[src/rtl/rst_route_pkg.sv]
package rst_route_pkg;
  localparam int REG_W     = 16;
  localparam int BYTE_W    = 8;
  localparam int NUM_BYTES = REG_W / BYTE_W;

  typedef enum logic [1:0] {
    SEL_DIS = 2'd0,
    SEL_ALT = 2'd1,
    SEL_STS = 2'd2,
    SEL_NONE = 2'd3
  } regSel_e;

  typedef enum logic [1:0] {
    MODE_USER = 2'd0,
    MODE_SUPV = 2'd1,
    MODE_TEST = 2'd2,
    MODE_RSVD = 2'd3
  } privMode_e;

  typedef struct packed {
    logic [NUM_BYTES-1:0] disWr;
    logic [NUM_BYTES-1:0] altWr;
    logic [NUM_BYTES-1:0] stsClr;
    regSel_e              rdSel;
  } strobe_t;
endpackage

[src/rtl/rst_route_ctrl.sv]
module rst_route_ctrl
  import rst_route_pkg::*;
(
  input  logic                 wrEn,
  input  logic [1:0]           regSel,
  input  logic [NUM_BYTES-1:0] byteEn,
  input  logic [1:0]           privMode,
  output strobe_t              strb
);
  logic    privOk;
  regSel_e sel;
  logic    wrGo;

  always_comb begin
    sel    = regSel_e'(regSel);
    privOk = (privMode_e'(privMode) == MODE_SUPV) || (privMode_e'(privMode) == MODE_TEST);
    wrGo   = wrEn && privOk;
    strb.disWr  = (wrGo && sel == SEL_DIS) ? byteEn : '0;
    strb.altWr  = (wrGo && sel == SEL_ALT) ? byteEn : '0;
    strb.stsClr = (wrGo && sel == SEL_STS) ? byteEn : '0;
    strb.rdSel  = sel;
  end
endmodule

[src/rtl/rst_route_dp.sv]
module rst_route_dp
  import rst_route_pkg::*;
#(
  parameter logic [REG_W-1:0] IMPL_MASK = 16'h0F07
)(
  input  logic                 clk,
  input  logic                 porN,
  input  logic                 anyRstN,
  input  logic [REG_W-1:0]     evtIn,
  input  logic [REG_W-1:0]     wrData,
  input  strobe_t              strb,
  output logic [REG_W-1:0]     rdData,
  output logic [REG_W-1:0]     disVal,
  output logic [NUM_BYTES-1:0] lockVal,
  output logic                 resetReq,
  output logic                 safeReq,
  output logic                 irqOut
);
  logic [REG_W-1:0] disQ, altQ, stsQ;
  logic [NUM_BYTES-1:0] lockQ;
  logic [REG_W-1:0] validEvt, altEvt, irqSet, clrMask, stsNext;
  logic rstHit, safeHit;
  logic resetReqQ, safeReqQ;

  // Per-byte disable storage with its write-once lock, plus alternate mask.
  for (genvar b = 0; b < NUM_BYTES; b++) begin : g_byte
    localparam int LO = b * BYTE_W;
    always_ff @(posedge clk or negedge porN) begin
      if (!porN) begin
        disQ[LO +: BYTE_W] <= '0;
        lockQ[b]           <= 1'b0;
      end else if (strb.disWr[b] && !lockQ[b]) begin
        disQ[LO +: BYTE_W] <= wrData[LO +: BYTE_W] & IMPL_MASK[LO +: BYTE_W];
        lockQ[b]           <= 1'b1;
      end
    end

    always_ff @(posedge clk or negedge anyRstN) begin
      if (!anyRstN)
        altQ[LO +: BYTE_W] <= '0;
      else if (strb.altWr[b])
        altQ[LO +: BYTE_W] <= wrData[LO +: BYTE_W] & IMPL_MASK[LO +: BYTE_W];
    end

    assign clrMask[LO +: BYTE_W] = strb.stsClr[b] ? wrData[LO +: BYTE_W] : '0;
  end

  // Event routing
  always_comb begin
    validEvt = evtIn & IMPL_MASK;
    rstHit   = |(validEvt & ~disQ);
    altEvt   = validEvt & disQ;
    safeHit  = |(altEvt & ~altQ);
    irqSet   = rstHit ? '0 : (altEvt & altQ);
    stsNext  = ((stsQ & ~clrMask) | irqSet) & IMPL_MASK;
  end

  always_ff @(posedge clk or negedge anyRstN) begin
    if (!anyRstN) begin
      stsQ      <= '0;
      resetReqQ <= 1'b0;
      safeReqQ  <= 1'b0;
    end else begin
      stsQ      <= stsNext;
      resetReqQ <= rstHit;
      safeReqQ  <= safeHit && !rstHit;
    end
  end

  always_comb begin
    unique case (strb.rdSel)
      SEL_DIS: rdData = disQ;
      SEL_ALT: rdData = altQ;
      SEL_STS: rdData = stsQ;
      default: rdData = '0;
    endcase
  end

  assign disVal   = disQ;
  assign lockVal  = lockQ;
  assign resetReq = resetReqQ;
  assign safeReq  = safeReqQ;
  assign irqOut   = |stsQ;
endmodule

[src/rtl/rst_route_top.sv]
module rst_route_top
  import rst_route_pkg::*;
#(
  parameter logic [REG_W-1:0] IMPL_MASK = 16'h0F07
)(
  input  logic                 clk,
  input  logic                 porN,
  input  logic                 rstN,
  input  logic [REG_W-1:0]     evtIn,
  input  logic                 wrEn,
  input  logic [1:0]           regSel,
  input  logic [NUM_BYTES-1:0] byteEn,
  input  logic [REG_W-1:0]     wrData,
  input  logic [1:0]           privMode,
  output logic [REG_W-1:0]     rdData,
  output logic                 resetReq,
  output logic                 safeReq,
  output logic                 irqOut
);
  strobe_t              strb;
  logic                 anyRstN;
  logic [REG_W-1:0]     disVal;
  logic [NUM_BYTES-1:0] lockVal;

  assign anyRstN = porN & rstN;

  rst_route_ctrl u_ctrl (
    .wrEn     (wrEn),
    .regSel   (regSel),
    .byteEn   (byteEn),
    .privMode (privMode),
    .strb     (strb)
  );

  rst_route_dp #(.IMPL_MASK(IMPL_MASK)) u_dp (
    .clk      (clk),
    .porN     (porN),
    .anyRstN  (anyRstN),
    .evtIn    (evtIn),
    .wrData   (wrData),
    .strb     (strb),
    .rdData   (rdData),
    .disVal   (disVal),
    .lockVal  (lockVal),
    .resetReq (resetReq),
    .safeReq  (safeReq),
    .irqOut   (irqOut)
  );
endmodule

[config.mk]
export PLATFORM = sky130hd
export DESIGN_NAME = rst_route_top
export DESIGN_NICKNAME = d
export VERILOG_FILES = /design/src/rtl/rst_route_pkg.sv /design/src/rtl/rst_route_ctrl.sv /design/src/rtl/rst_route_dp.sv /design/src/rtl/rst_route_top.sv
export SDC_FILE = /design/constraint.sdc
export NUM_CORES = 1
export LEC_CHECK = 0
export ABC_CLOCK_PERIOD_IN_PS = 1950
export BUFFER_PORTS_ARGS = -buffer_cell sky130_fd_sc_hd__buf_2
export CAP_MARGIN = 20
export CORE_MARGIN = 1
export CORE_UTILIZATION = 47
export CTS_CLUSTER_SIZE = 8
export DETAILED_ROUTE_END_ITERATION = 12
export PLACE_DENSITY = 0.87
export SKIP_CTS_REPAIR_TIMING = 1
export SLEW_MARGIN = 10
export SYNTH_ARGS = -nofsm -noshare
export SYNTH_HDL_FRONTEND = slang
export SYNTH_HIERARCHICAL = 1
export SYNTH_SLANG_ARGS = --single-unit
[constraint.sdc]
create_clock -name clk -period 1.95 [get_ports clk]
set_input_delay 0.585 -clock clk [delete_from_list [all_inputs] [get_ports clk]]
set_output_delay 0.585 -clock clk [all_outputs]
set_load 0.005 [all_outputs]
* After elaboration in Yosys (flattened, before gate mapping)
Cells that the tools add are included.
** Word-level totals
- Register bits :: 25
- Latch bits :: 0
- Memory bits (writable) :: 0
- Memory bits (read-only) :: 0
- Logic and storage cells :: 45
- Memories kept :: 0
** Operators by class
- Add/sub/neg operators :: 0
- Multipliers :: 0
- Divide/modulo/power cells :: 0
- Magnitude comparators :: 0
- Eq/ne operators :: 4
- Shift operators :: 0
- Muxes and demuxes :: 7
- Bitwise logic cells :: 10
- Reductions and logical operators :: 15
** Operators by type and width (count)
- $and A12 B12 Y12 :: 3
- $pmux W12 S3 :: 1
- $not A12 Y16 :: 2
- $reduce_or A16 Y1 :: 2
- $and A12 B16 Y16 :: 1
- $and A16 B16 Y16 :: 1
- $mux W12 :: 1
- $not A12 Y12 :: 1
- $or A12 B12 Y12 :: 1
- $mux W8 :: 1
- $logic_and A1 B1 Y1 :: 7
- $reduce_or A7 Y1 :: 1
- $mux W2 :: 3
- $eq A2 B1 Y1 const B :: 2
- $eq A2 B2 Y1 const B :: 2
- $mux W4 :: 1
- $logic_not A1 Y1 :: 3
- $logic_not A2 Y1 :: 1
- $and A1 B1 Y1 :: 1
- $logic_or A1 B1 Y1 :: 1

* Longest topological paths before layout
- Depth after elaboration :: 9
- Gate-level depth with buffers :: 5
- Gate-level depth less buffers :: 4

* Hierarchy
The synthesis kept the hierarchy.
** Modules (own cells, without submodules)
- rst_route_dp :: instances 1, cells each 126, area an instance 1373.8 um^2
- rst_route_ctrl :: instances 1, cells each 12, area an instance 77.6 um^2
- rst_route_top :: instances 1, cells each 1, area an instance 6.3 um^2

* Worst setup path after synthesis
OpenSTA, ideal clock, no wires.
- Path kind :: input port to output port
- From :: input port regSel[1]
- To :: output port rdData[0]
- Arrival time :: 1338 ps
- Required time :: 1365 ps
- Slack :: 27 ps
- Cell stages on the path :: 5
- Cell sequence :: buf_4 > buf_2 > nor2b_1 > nand2_1 > o21ai_1
** Between the ends
- Cells in the longest elaborated chain, start to end :: 2
- Elaborated cells between the ends (all ways) :: 4
- Those cells by class :: 2 x eq/ne; 1 x mux; 1 x reduce/logical
** RTL lines
- from (decl) :: RTL line rst_route_top.sv:11 : input logic [1:0] regSel,
- $eq A2 B2 Y1 (tied with other cells) :: RTL line rst_route_dp.sv:71 : unique case (strb.rdSel)
- $pmux W12 S3 (*) :: RTL line rst_route_dp.sv:71
- to (decl) :: RTL line rst_route_top.sv:15 : output logic [REG_W-1:0] rdData,
Mark *: on every way between the ends. The rest lies on a longest branch, timed or not.

* Worst setup path after layout
- From :: input port regSel[1]
- To :: output port rdData[8]
Same word-level chain as after synthesis.

==> results_dict.tcl <==
set metrics [dict create \
    outcome "complete, but fails checks" \
    failed_checks "DRC" \
    hold_ws_ps 115 \
    clkSlewWorstSetupHoldPaths_ps 130 \
    dr_total_vias 1145 \
    post_synth_instance_area_um2 1390 \
    tritoncts_num_sinks 25 \
    dr_iter_0_viols 52 \
    power.ir.vdd_worst_v 0.000564 \
    report.final.setup_viol 0 \
    final-instance-count-excl-fill 206 \
    path_cells "buf_2 > buf_4 > mux2i_1 > o21ai_0 > buf_2" \
    vias_per_cell 5.56 \
    fin_tns_setup_ps 0 \
    grt_antenna_before_repair 0 \
    groute.usage.overall 0.223 \
    final_core_util 0.594 \
    areaGrowthSynthToFinish_pct 18.9 \
    synthCells 130 \
    root_buffer "sky130_fd_sc_hd__clkbuf_4" \
    largest_fanout_on_the_critical_path 8 \
    totalWireLength_um 3250 \
    largest_net_degree_at_the_start_of_global_routing 17 \
    final_worst_path_period_need_ps 1910 \
    multiInputGateArea_um2 681 \
    area_occupied_by_registers_um2 626 \
    maxSlewViolCount 0 \
    fmax_mhz 523 \
    worst_clock_skew_ps 4.97 \
    slowest_stage "sky130_fd_sc_hd__o21ai_0" \
    power_density_nw_per_um2 846 \
    worst_setup_path_type "in2out" \
    initial_core_util 0.500 \
    clkLatencyLatePin_ps 310 \
    crit-reg2reg-launch "u_dp/disVal[11]" \
    drt_pre_antenna_iters 8 \
    tritoncts_clock_tree "yes" \
    floorplan.io_pins 61 \
    fillerInstances 249 \
    cp_slowest_stage_delay_ps 170 \
    die-area_um2 3180 \
    cts_inserted_buffers 3 \
    antenna_violating_nets_post_route 0 \
    synth_area_per_cell_um2 10.7 \
    worst_path_most_repeated_cell "sky130_fd_sc_hd__buf_2" \
    placeableCoreArea_um2 2780 \
    critical_path.startpoint_type "input pin" \
    cts_htree_levels 1 \
    crit_path_end_kind "primary output" \
    antenna-diode-count 0 \
    fin_nets 218 \
    die-width_um 56.4 \
    totalPowerFinal_mw 1.40 \
    cts-root-to-sink-buffers 2 \
    placed_cells 202 \
    critPathRequiredTime_ps 1360 \
    drive_gt1_frac 0.337 \
    globalRouteOverflowTotal 0 \
    wire_length_of_the_first_global_routing_pass_um 5390 \
    drt-wirelength-per-cell_um 15.8 \
    cp-startpoint "regSel[1]" \
    synth_warnings 6 \
    buffer_ports.inserted 33 \
    power.leakage_nw 0.872 \
    timing.final.hold_violations 0 \
    die-height_um 56.4 \
    worstHoldPathType "in2async" \
    drc 1 \
    cp_data_arrival_time_ps 1330 \
    gpl.final_weighted_congestion 0.818 \
    dp_hpwl_um 2500 \
    core.rowCount 19 \
    reported_max_cap_violation_count 0 \
    grt_pass1_vias 1159 \
    fin_crit_sh 0.981 \
    rsz0062_at_grt "true" \
]
## layer usage
layer	wire length, µm	vias to the layer above	GRT usage
met3	194	6	0.0369
met1	1490	543	0.297
met4	42	0	0.0871
met5	0	-	0
li1	-	544	-
met2	1520	52	0.362
## sequential cells by signal, indices dropped and copies added, names as in the netlist
name           cells
u_dp/disVal        7
u_dp/safeReq       1
u_dp/lockVal       2
u_dp/stsQ          7
u_dp/resetReq      1
u_dp/altQ          7
## per-stage QoR
step	cell area, µm²	worst slack (ps)
finish	1650	37.0
floorplan	1420	27.1
global route	1650	-27.1
global placement	1630	29.3
CTS	1650	51.7
detailed placement	1630	-0.786
## worst paths after layout
path,to,slack [ps],depth (start not counted)
setup / recovery,rdData[8],40,5
hold / removal,u_dp/disVal[11],110,1
setup reg to reg,u_dp/stsQ[0],550,4
hold reg to reg,u_dp/lockVal[0],480,1
max in group asynchronous,u_dp/stsQ[8],1230,3
min in group clk,u_dp/lockVal[0],480,1
## power by group
group | internal (mW) | switching [mW] | total, mW
Sequential | 0.635 | 0.139 | 0.774
Clock | 0.0799 | 0.146 | 0.226
Combinational | 0.216 | 0.181 | 0.397
## worst max-delay path, delay by kind of cell
kind	cells	cell delay (ps)
multiplexers	1	110
buffers and inverters	3	470
AO/OA/AOI/OAI	1	170
## final cells by class
cell class | instances | area share
Multi-Input combinational cell | 94 | 0.412
Timing Repair Buffer | 45 | 0.154
Sequential cell | 25 | 0.379
Tap cell | 31 | 0.0235
Clock buffer | 4 | 0.0159
Inverter | 7 | 0.0159
## cell usage in the layout (no fill, tap or decap), types with 4 or more instances in the layout
cell / n
sky130_fd_sc_hd__inv_1: 7
sky130_fd_sc_hd__a21boi_0: 7
sky130_fd_sc_hd__mux2i_1: 7
sky130_fd_sc_hd__buf_4: 12
sky130_fd_sc_hd__buf_2: 33
sky130_fd_sc_hd__conb_1: 9
sky130_fd_sc_hd__o22ai_1: 5
sky130_fd_sc_hd__a41o_1: 7
sky130_fd_sc_hd__dfrtp_1: 25
sky130_fd_sc_hd__o21ai_1: 4
sky130_fd_sc_hd__mux2_1: 6
sky130_fd_sc_hd__nand2_1: 17
sky130_fd_sc_hd__mux2_2: 8
Note: power is estimated with default switching activity, not from simulation.
